### src/rtl/bankwin_pkg.sv
// Package: shared register-select type for the banked window.
// Assumes every decoded location maps to exactly one of these targets.
package bankwin_pkg;

    typedef enum logic [2:0] {
        SEL_NONE,
        SEL_BANK,
        SEL_STAT,
        SEL_MASK,
        SEL_REV
    } reg_sel_e;

endpackage

### src/rtl/bankwin_decode.sv
// Module: bankwin_decode
// Maps the current bank and word offset onto one register target.
// Assumes the bank-select offset is the topmost word of the window and
// overrides every bank; the other targets exist only in their own bank.
module bankwin_decode
    import bankwin_pkg::*;
#(
    parameter int ADDR_W    = 3,
    parameter int BANK_W    = 2,
    parameter int IRQ_BANK  = 2,
    parameter int INFO_BANK = 3
) (
    input  logic [BANK_W-1:0] bank,
    input  logic [ADDR_W-1:0] addr,
    output reg_sel_e          sel
);
    localparam logic [ADDR_W-1:0] OFF_BANKSEL = {ADDR_W{1'b1}};
    localparam logic [ADDR_W-1:0] OFF_STAT    = ADDR_W'(0);
    localparam logic [ADDR_W-1:0] OFF_MASK    = ADDR_W'(1);
    localparam logic [ADDR_W-1:0] OFF_REV     = ADDR_W'(0);
    localparam logic [BANK_W-1:0] B_IRQ       = BANK_W'(IRQ_BANK);
    localparam logic [BANK_W-1:0] B_INFO      = BANK_W'(INFO_BANK);

    // Pick the target; the bank-select offset wins in every bank.
    always_comb begin
        sel = SEL_NONE;
        if (addr == OFF_BANKSEL)
            sel = SEL_BANK;
        else if (bank == B_IRQ && addr == OFF_STAT)
            sel = SEL_STAT;
        else if (bank == B_IRQ && addr == OFF_MASK)
            sel = SEL_MASK;
        else if (bank == B_INFO && addr == OFF_REV)
            sel = SEL_REV;
    end
endmodule

### src/rtl/bankwin_bank_reg.sv
// Module: bankwin_bank_reg
// Holds the selected bank number.
// Assumes the caller passes only the writable low data bits.
module bankwin_bank_reg #(
    parameter int BANK_W = 2
) (
    input  logic              clk,
    input  logic              rst_n,
    input  logic              we,
    input  logic [BANK_W-1:0] wbank,
    output logic [BANK_W-1:0] bank
);
    // Load a new bank on write, return to bank 0 on reset.
    always_ff @(posedge clk) begin
        if (!rst_n)
            bank <= '0;
        else if (we)
            bank <= wbank;
    end
endmodule

### src/rtl/bankwin_irq.sv
// Module: bankwin_irq
// Sticky event status, write-one-to-clear acknowledge, enable mask and
// a registered interrupt request.
// Assumes events are level-sampled each cycle; a set beats a same-cycle clear.
module bankwin_irq #(
    parameter int NSRC = 6
) (
    input  logic            clk,
    input  logic            rst_n,
    input  logic [NSRC-1:0] evt,
    input  logic            ack_we,
    input  logic            mask_we,
    input  logic [NSRC-1:0] wbits,
    output logic [NSRC-1:0] status,
    output logic [NSRC-1:0] mask,
    output logic            irq
);
    logic [NSRC-1:0] clr_bits;

    // Bits the host asks to clear this cycle.
    always_comb clr_bits = ack_we ? wbits : '0;

    // Update pending bits: clear acknowledged ones, then add new events.
    always_ff @(posedge clk) begin
        if (!rst_n)
            status <= '0;
        else
            status <= (status & ~clr_bits) | evt;
    end

    // Hold the enable mask written by the host.
    always_ff @(posedge clk) begin
        if (!rst_n)
            mask <= '0;
        else if (mask_we)
            mask <= wbits;
    end

    // Register the request so the output never glitches.
    always_ff @(posedge clk) begin
        if (!rst_n)
            irq <= 1'b0;
        else
            irq <= |(status & mask);
    end
endmodule

### src/rtl/bankwin_top.sv
// Module: bankwin_top
// Banked host register window: bank select with identification byte,
// interrupt group in one bank, constant revision word in the last bank.
// Assumes single-cycle write strobes and side-effect-free reads.
module bankwin_top
    import bankwin_pkg::*;
#(
    parameter int          DATA_W    = 16,
    parameter int          ADDR_W    = 3,
    parameter int          BANK_W    = 2,
    parameter int          NSRC      = 6,
    parameter int          FIELD_W   = 4,
    parameter logic [7:0]  ID_CODE   = 8'h33,
    parameter logic [3:0]  CHIP_CODE = 4'h9,
    parameter logic [3:0]  REV_CODE  = 4'h1
) (
    input  logic              clk,
    input  logic              rst_n,
    input  logic [ADDR_W-1:0] host_addr,
    input  logic              host_wr,
    input  logic [DATA_W-1:0] host_wdata,
    output logic [DATA_W-1:0] host_rdata,
    input  logic [NSRC-1:0]   evt_in,
    output logic              irq
);
    localparam int NBANKS    = 1 << BANK_W;
    localparam int ID_W      = DATA_W / 2;
    localparam int IRQ_BANK  = 2;
    localparam int INFO_BANK = NBANKS - 1;

    reg_sel_e          sel;
    logic [BANK_W-1:0] bank;
    logic [NSRC-1:0]   status;
    logic [NSRC-1:0]   mask;
    logic              bank_we;
    logic              ack_we;
    logic              mask_we;

    bankwin_decode #(
        .ADDR_W(ADDR_W), .BANK_W(BANK_W),
        .IRQ_BANK(IRQ_BANK), .INFO_BANK(INFO_BANK)
    ) u_decode (
        .bank(bank), .addr(host_addr), .sel(sel)
    );

    // Turn the decoded target into per-register write enables.
    always_comb begin
        bank_we = host_wr && (sel == SEL_BANK);
        ack_we  = host_wr && (sel == SEL_STAT);
        mask_we = host_wr && (sel == SEL_MASK);
    end

    bankwin_bank_reg #(.BANK_W(BANK_W)) u_bank (
        .clk(clk), .rst_n(rst_n), .we(bank_we),
        .wbank(host_wdata[BANK_W-1:0]), .bank(bank)
    );

    bankwin_irq #(.NSRC(NSRC)) u_irq (
        .clk(clk), .rst_n(rst_n), .evt(evt_in),
        .ack_we(ack_we), .mask_we(mask_we),
        .wbits(host_wdata[NSRC-1:0]),
        .status(status), .mask(mask), .irq(irq)
    );

    // Build the read word for the decoded target; unmapped reads are 0.
    always_comb begin
        host_rdata = '0;
        unique case (sel)
            SEL_BANK: begin
                host_rdata[DATA_W-1 -: ID_W] = ID_CODE[ID_W-1:0];
                host_rdata[BANK_W-1:0]       = bank;
            end
            SEL_STAT: host_rdata[NSRC-1:0] = status;
            SEL_MASK: host_rdata[NSRC-1:0] = mask;
            SEL_REV: begin
                host_rdata[2*FIELD_W-1:FIELD_W] = CHIP_CODE[FIELD_W-1:0];
                host_rdata[FIELD_W-1:0]         = REV_CODE[FIELD_W-1:0];
            end
            default: host_rdata = '0;
        endcase
    end
endmodule

### config.mk
export PLATFORM = sky130hd
export DESIGN_NAME = bankwin_top
export DESIGN_NICKNAME = d
export VERILOG_FILES = /design/src/rtl/bankwin_pkg.sv /design/src/rtl/bankwin_decode.sv /design/src/rtl/bankwin_bank_reg.sv /design/src/rtl/bankwin_irq.sv /design/src/rtl/bankwin_top.sv
export SDC_FILE = /design/constraint.sdc
export NUM_CORES = 1
export LEC_CHECK = 0
export BUFFER_PORTS_ARGS = -buffer_cell sky130_fd_sc_hd__buf_2
export CORE_ASPECT_RATIO = 0.75
export CORE_MARGIN = 8
export CORE_UTILIZATION = 38
export DETAILED_ROUTE_END_ITERATION = 7
export PLACE_DENSITY_LB_ADDON = 0.25
export SYNTH_ARGS = -nofsm -noshare
export SYNTH_HDL_FRONTEND = slang
export SYNTH_SLANG_ARGS = --single-unit
export TNS_END_PERCENT = 50
### constraint.sdc
create_clock -name clk -period 3.15 [get_ports clk]
set_input_delay 0.63 -clock clk [delete_from_list [all_inputs] [get_ports clk]]
set_output_delay 0.63 -clock clk [all_outputs]
set_load 0.05 [all_outputs]
## After elaboration in Yosys (flattened, before gate mapping)

Cells that the tools add are included.

- Equality and inequality tests: 8
- Muxes and demuxes: 9
- Bitwise gates (word level): 4
- Reduce and logical (&&, ||, !) cells: 8

Operators by type and width:

| operator | number |
|---|---|
| AND 6 bit | 2 |
| two-way mux 3 bit | 4 |
| two-way mux 6 bit | 2 |
| case mux 4 bit (3 select lines) | 1 |
| case mux 2 bit (4 select lines) | 1 |
| equality test 3 x 1 -> 1 bit (second input constant) | 2 |
| equality test 3 x 2 -> 1 bit (second input constant) | 2 |
| equality test 3 bit (second input constant) | 2 |
| logical AND 1 bit | 6 |
| inverter 6 bit | 1 |
| bitwise OR 6 bit | 1 |
| OR reduction 6 bit | 1 |
| equality test 2 bit (second input constant) | 2 |
| logical NOT 3 bit | 1 |
| two-way mux 2 bit | 1 |

- Bits in registers: 15
- Input bits: 28
- Output and inout port bits: 17
- Logic and storage cells: 33

## Logic depth before layout (Yosys ltp)

Gate-level depths: netlist of the first run.

- Depth in word-level cells: 12
- Mapped depth: 4
- Gate-level depth less buffers: 3

## Cells and area by module

A second synthesis of the first run with hierarchy kept.

- Cell total of the unflattened synthesis: 85
- Area, all modules: 834.6 µm²

By module, submodules not included:

| module | instances | cells an instance | area each (µm²) | seq. area each (µm²) |
|---|---|---|---|---|
| bankwin_irq | 1 | 43 | 473.0 | 260.2 |
| bankwin_top | 1 | 31 | 241.5 | 0.0 |
| bankwin_bank_reg | 1 | 6 | 72.6 | 40.0 |
| bankwin_decode | 1 | 5 | 47.5 | 0.0 |

## Worst setup path before layout of the first run

No wires, ideal clock.

- Path type: input to output
- From: input port host_addr[0]
- To: output port host_rdata[0]
- Arrival: 2.177 ns
- Required time: 2.520 ns
- Path slack: 0.343 ns
- Cell stages on the path: 3
- Path buffers: 1
- Cell sequence: clkbuf_1 a31oi_1 o21ai_0

- Longest elaborated chain between the ends: 8
- Elaborated cells between the ends (all ways): 15
- Those cells by class: eq/ne: 6; mux: 5; reduce/logical: 4

RTL lines:

| what | RTL line | text |
|---|---|---|
| start, declared | bankwin_top.sv:19 | `input logic [ADDR_W-1:0] host_addr,` |
| logical NOT 3 bit | bankwin_decode.sv:29, bankwin_decode.sv:33 |  |
| logical AND 1 bit | bankwin_decode.sv:33 | `else if (bank == B_INFO && addr == OFF_REV)` |
| two-way mux 3 bit | bankwin_decode.sv:33 |  |
| two-way mux 3 bit | bankwin_decode.sv:31 | `else if (bank == B_IRQ && addr == OFF_MASK)` |
| two-way mux 3 bit | bankwin_decode.sv:29 | `else if (bank == B_IRQ && addr == OFF_STAT)` |
| two-way mux 3 bit (*) | bankwin_decode.sv:27 | `if (addr == OFF_BANKSEL)` |
| equality test 3 bit, or another cell as far along | bankwin_top.sv:68 | `unique case (sel)` |
| case mux 2 bit (4 select lines) (*) | bankwin_top.sv:68 |  |
| end, declared | bankwin_top.sv:22 | `output logic [DATA_W-1:0] host_rdata,` |

Every way passes the cells marked *; elsewhere a longest branch is shown, timed or not.

## Worst setup path after layout of the first run

- From: input port host_addr[2]
- To: output port host_rdata[1]

Same word-level chain as after synthesis.

==> key figures, run 1 <==
Synth
  • Seq/Total Area, Yosys: between 30% and 40%
  • Synth top area cells: dfxtp_1, mux2i_1, buf_4, nand2_1, a31oi_1
  • Cell variety after synth: 26
  • Avg Cell Area, Syn: slightly above 8 µm²
  • Synthesized instance count: 100
  • Synth Cell Area: between 800 and 900 µm²
  • Area fraction of the dominant cell type after synthesis: between 30% and 40%
  • YS warnings: 0
  • Dominant cell type by area after synthesis: dfxtp_1
  • #FFs+latches synth: 15

Drt
  • Total number of vias: between 700 and 800
  • DRT antenna net count: 0
  • Vias per cell: between 5 and 6
  • # DRC: 0
  • Routed len/inst: approximately 13 µm
  • Final WL: roughly 2 mm
  • DRT iter0 DRCs: 30
  • TritonRoute pass-1 iters: 4

Worst hold path
  • Worst Hold Class: register to register

GRT
  • Grt met1 use: 12.3%
  • Largest net degree at the start of global routing: 22
  • First-pass GRT wire length: between 3 and 4 mm
  • Initial antenna violation count: 0
  • Met2 usage: between 10% and 20%
  • Met3 usage: under 10%
  • Overflow after GRT: 0
  • Vias in the first global route: 760
  • Most used routing layer: met2
  • Global-route usage over all layers: 10.4%

Clock tree
  • Clock root buffer: clkbuf_4
  • CTS tree: built
  • # clock sinks: 15
  • CTS Hold Buffers Added: 0
  • CTS max path bufs: 2
  • Cells resized by post-CTS repair: 0
  • CTS clock-pin slew for the worst setup and hold paths: about 0.08 ns
  • Post-CTS Setup Inserts: 0
  • H-Tree Level Count: 1
  • Number of buffers created by CTS: 3
  • Worst skew pair latency: around 0.28 ns

Floorplan
  • Die X: 69.8 µm
  • Die Y-Extent: ~56 µm
  • Full die area: slightly below 4000 µm²
  • CORE AREA: slightly above 2000 µm²
  • Site Rows: 14
  • Initial Util: between 40% and 50%
  • Io pins: 45

Critical path
  • CP required: 2.52 ns
  • Critical Path End Type: output port
  • Slowest-stage cell, CP: or4b_1
  • Worst EP arrival: ~2 ns
  • Nature of the critical path startpoint: primary input
  • Crit-path max FO: 6
  • Largest stage delay on the critical path: 0.73 ns
  • CP top delay family: simple AND/OR/NAND/NOR gates
  • CP cell instances: buf_2 -> or4b_1 -> o21ai_1 -> buf_2
  • CP dominant cell by count: buf_2
  • WP buf/inv: 2
  • FF-to-FF setup slack: between 1 and 1.5 ns
  • Crit Path Category: primary input to output port

Cells and area
  • Layout cells sized above 1: around 28%
  • Layout Cells excl Fill: roughly 150
  • Area grow syn2layout: 16.1%
  • Final core utilization: 47.2%
  • NumNets Final: around 150
  • Inserted Diodes: 0
  • Design area: ~960 µm²

Place
  • Number of buffers added on ports: 29
  • DP Area: ~930 µm²
  • DP Cell Count: roughly 150
  • Place WS: 0.541 ns
  • RePlAce Congestion: 0.750
  • Detailed placer's ending HPWL: around 1.6 mm

Flow run
  • Max-Cap Viols: 0

Timing
  • Crit share post-route: between 80% and 90%
  • Final worst slack: between 0.5 and 0.6 ns
  • Worst hold slack: ~0.48 ns
  • Fin. Hold Viols: 0
  • Max-slew violation count: 0
  • Final setup fails: 0
  • F_max: approximately 0.38 GHz
  • Clk_skew: 0.00482 ns
  • RSZ-0062 raised after global routing: false
  • Minimum clock period: 2.60 ns
  • Post-route setup TNS: 0 ns

Power and ir drop
  • Seq pwr share: 54.3%
  • Pint: ~0.26 mW
  • Total power per unit cell area: between 300 and 400 nW/µm²
  • Maximum VDD drop: between 200 and 300 µV
  • Net Switching: about 0.11 mW
  • Comb pwr share: about 17%
  • Leak: approximately 0.45 nW
  • Power, Total: between 0.3 and 0.4 mW
  • Sw frac: between 20% and 30%
  • Clk network pwr share: 28.8%

Run status
  • Status: completed
==> power by group through the flow <==
stage,logic (mW),clock network (mW),registers [mW]
final,0.0623,0.107,0.201
after global routing,0.0681,0.125,0.202
after CTS,0.0622,0.112,0.201
after detailed placement,0.0618,0,0.205
after global placement,0.0605,0,0.205
after floorplan,0.0500,0,0.203
==> flip-flops by register name, summed over array words and instances (netlist names) <==
name and count:
u_irq.status 6, u_irq.mask 6, u_irq.irq 1, u_bank.bank 2
==> routing by layer <==
| layer | routed length [µm] | share of wire [%] |
|---|---|---|
| met5 | 0 | 0 |
| met1 | 902 | 45 |
| met2 | 928 | 46 |
| met4 | 8 | 0.40 |
| met3 | 168 | 8.4 |
==> cell usage in the layout (no fill, tap or decap) <==
cell,instances
o21bai_1,1
nand4_1,1
and3_1,1
nor3b_4,1
a31oi_1,8
o21ai_1,4
nor2b_1,1
clkbuf_1,1
mux2i_1,10
nor3_1,1
nor2_8,1
a22oi_1,3
conb_1,5
nand3_1,3
dfxtp_1,15
nor4b_1,1
a21oi_1,1
buf_2,29
nor2_1,4
clkbuf_4,3
inv_2,1
nand2_1,15
o21ai_0,7
inv_1,7
or4b_1,1
==> worst paths after layout <==
check,start,end,depth (start not counted)
worst max-delay path,host_addr[2],host_rdata[1],4
worst min-delay path,u_irq.mask[2],u_irq.mask[2],2
worst max register to register,u_bank.bank[0],u_irq.status[3],3
worst min register to register,u_irq.mask[2],u_irq.mask[2],2
==> layout make-up <==
| class | instances | area (µm²) |
|---|---|---|
| tap | 24 | 30.0 |
| inverter | 8 | 30.0 |
| clock buffer | 4 | 26.3 |
| fill | 199 | 1070 |
| multi-input combinational | 69 | 427 |
| timing repair buffer | 29 | 145 |
| sequential | 15 | 300 |
==> cells by family after synthesis <==
kind of cell | count (synthesis) | synth area share, %
other | 1 | 0.454
buffers and inverters | 20 | 13.8
multiplexers | 10 | 12.1
flip-flops | 15 | 36.4
AO/OA/AOI/OAI | 24 | 17.0
AND/OR/NAND/NOR | 30 | 20.3
==> tightest hold or removal path: stages (launching register included) <==
cell	delay, ns
dfxtp_1	0.33
nand2_1	0.05
mux2i_1	0.05
==> Yosys cell counts, drive strengths merged <==
| master | number |
|---|---|
| a21oi | 1 |
| a22oi | 3 |
| a31oi | 8 |
| and3 | 1 |
| buf | 10 |
| clkbuf | 2 |
| conb | 1 |
| dfxtp | 15 |
| inv | 8 |
| mux2i | 10 |
| nand2 | 15 |
| nand3 | 3 |
| nand4 | 1 |
| nor2 | 5 |
| nor2b | 1 |
| nor3 | 1 |
| nor3b | 1 |
| nor4b | 1 |
| o21ai | 11 |
| o21bai | 1 |
| or4b | 1 |
Power figures use the tool's default switching activity.
==> inputs of run 2 (changes only) <==
clock period = 2.3 ns   (was 3.15 ns; I/O delays follow)
==> run 2 against run 1 <==
  * Utilization rose by 0.37 points
  * Combinational power rose by 38%
  * Die area did not move
  * Via count fell by 1.0%
  * Hold slack got worse by 0.11 ns
  * Sequential power rose by 37%
  * Clock power rose by 34%
  * Largest power group unchanged
==> key figures, run 2 (synthesis gave the netlist of run 1 again) <==
GRT
  • Vias in the first global route: 733 (-3.6%)
  • First-pass GRT wire length: 3.42 mm (unchanged)
  • Initial antenna violation count: 0 (unchanged)
  • Overflow after GRT: 0 (unchanged)
  • Largest net degree at the start of global routing: 22 (unchanged)
  • Global-route usage over all layers: 10.1% (-0.33 points)

Timing
  • RSZ-0062 raised after global routing: false
  • Fin. Hold Viols: 0 (unchanged)
  • Clk_skew: 0.00521 ns (+0.000396 ns)
  • Max-slew violation count: 0 (unchanged)
  • Final setup fails: 0 (unchanged)
  • Worst hold slack: 0.372 ns (-0.109 ns)
  • Post-route setup TNS: 0 ns (unchanged)
  • Minimum clock period: around 2.2 ns
  • Crit share post-route: around 96%
  • F_max: 0.452 GHz

Run status
  • Status: completed

Drt
  • Total number of vias: 759 (-1.0%)
  • TritonRoute pass-1 iters: 4 (unchanged)
  • Final WL: 1.98 mm (-1.3%)
  • DRT iter0 DRCs: 17 (-43%)
  • DRT antenna net count: 0 (unchanged)
  • # DRC: 0 (unchanged)
  • Vias per cell: 5.06 (-1.7%)
  • Routed len/inst: 13.2 µm (-2.0%)

Floorplan
  • Full die area: 3940 µm² (unchanged)
  • Die X: 69.8 µm (unchanged)
  • Initial Util: 40.6% (unchanged)
  • Io pins: 45 (unchanged)
  • Die Y-Extent: 56.4 µm (unchanged)
  • CORE AREA: 2030 µm² (unchanged)
  • Site Rows: 14 (unchanged)

Critical path
  • Crit Path Category: register to output port
  • Critical Path End Type: output port
  • Slowest-stage cell, CP: or4b_1
  • CP cell instances: or4b_1 -> buf_4 -> o21ai_1 -> buf_2
  • CP required: 1.84 ns (-0.68 ns)
  • Nature of the critical path startpoint: register
  • Largest stage delay on the critical path: 0.52 ns (-0.21 ns)
  • Worst EP arrival: 1.75 ns (-0.22 ns)
  • Crit-path max FO: 6 (unchanged)

Clock tree
  • CTS clock-pin slew for the worst setup and hold paths: 0.09 ns (about the same)
  • # clock sinks: 15 (unchanged)
  • Post-CTS Setup Inserts: 0 (unchanged)
  • Number of buffers created by CTS: 3 (unchanged)
  • CTS max path bufs: 2 (unchanged)
  • Worst skew pair latency: 0.27 ns (about the same)
  • Clock root buffer: clkbuf_4
  • H-Tree Level Count: 1 (unchanged)
  • CTS Hold Buffers Added: 0 (unchanged)
  • Cells resized by post-CTS repair: 0 (unchanged)
  • CTS tree: built

Place
  • RePlAce Congestion: 0.789 (+5.2%)
  • Detailed placer's ending HPWL: 1.58 mm (+1.5%)
  • Number of buffers added on ports: 29 (unchanged)

Power and ir drop
  • Maximum VDD drop: 336 µV (+13%)
  • Total power per unit cell area: 522 nW/µm² (+35%)
  • Leak: 0.456 nW (+0.83%)

Cells and area
  • NumNets Final: 155 (+0.65%)
  • Inserted Diodes: 0 (unchanged)
  • Layout cells sized above 1: 28.6% (+0.57 points)
  • Most common cell after layout, fill and taps aside: buf_2
  • Top Registers: u_irq.mask x6, u_irq.status x6, u_bank.bank x2
  • Area grow syn2layout: 17.0%
  • Most frequent cells in the layout: buf_2, nand2_1, dfxtp_1

Worst hold path
  • Worst Hold Class: primary input to register

Flow run
  • Max-Cap Viols: 0 (unchanged)
[run 2: changes by cell type in the layout (fill, tap and decap cells not counted), sizes merged]
cell	before	now
buf	29	30
[run 2: layer usage]
| layer | GRT usage, % | wire (µm) | up-vias |
|---|---|---|---|
| met3 | 4.39 | 149 | 2 |
| met1 | 12.6 | 931 | 346 |
| met4 | 1.71 | 10 | 0 |
| met5 | 0 | 0 | - |
| met2 | 15.7 | 889 | 22 |
| li1 | - | - | 389 |
[run 2: metrics by stage]
stage,total power [mW],setup slack [ns],utilization (%),cell area (µm²),std cells
2_1_floorplan,0.347,-0.0169,-,841,104
3_3_place_gp,0.364,0.143,46.2,940,146
5_1_grt,0.537,0.0102,47.5,966,150
6_report,0.504,0.0867,47.5,966,150
4_1_cts,0.511,0.0717,47.5,966,150
3_5_place_dp,0.366,0.153,46.2,940,146
[run 2: area by class of cell]
cell class / count / area [µm²]
Clock buffer: 4 / 26.3
Inverter: 8 / 30.0
Fill cell: 215 / 1070
Sequential cell: 15 / 300
Timing Repair Buffer: 30 / 153
Multi-Input combinational cell: 69 / 427
Tap cell: 24 / 30.0
[run 2: report_power, final]
group,switching (mW),internal (mW),total [mW]
logic,0.0608,0.0252,0.0860
clock network,0.0761,0.0671,0.143
registers,0.00660,0.268,0.275
total,0.144,0.360,0.504
[run 2: path summary, 6_finish.rpt]
kind,from,to,slack (ns),cells after the start
worst max-delay path,u_bank.bank[0],host_rdata[1],0.09,4
worst min-delay path,host_wdata[1],u_irq.status[1],0.37,2
worst max register to register,u_bank.bank[0],u_irq.status[5],0.62,4
worst min register to register,u_irq.mask[2],u_irq.mask[2],0.48,2
[run 2: worst max-delay path, delay by kind of cell (launching register included)]
family / cells / cell delay (ns)
buf+inv: 2 / 0.46
simple gates: 1 / 0.52
compound gates: 1 / 0.13
flops: 1 / 0.36
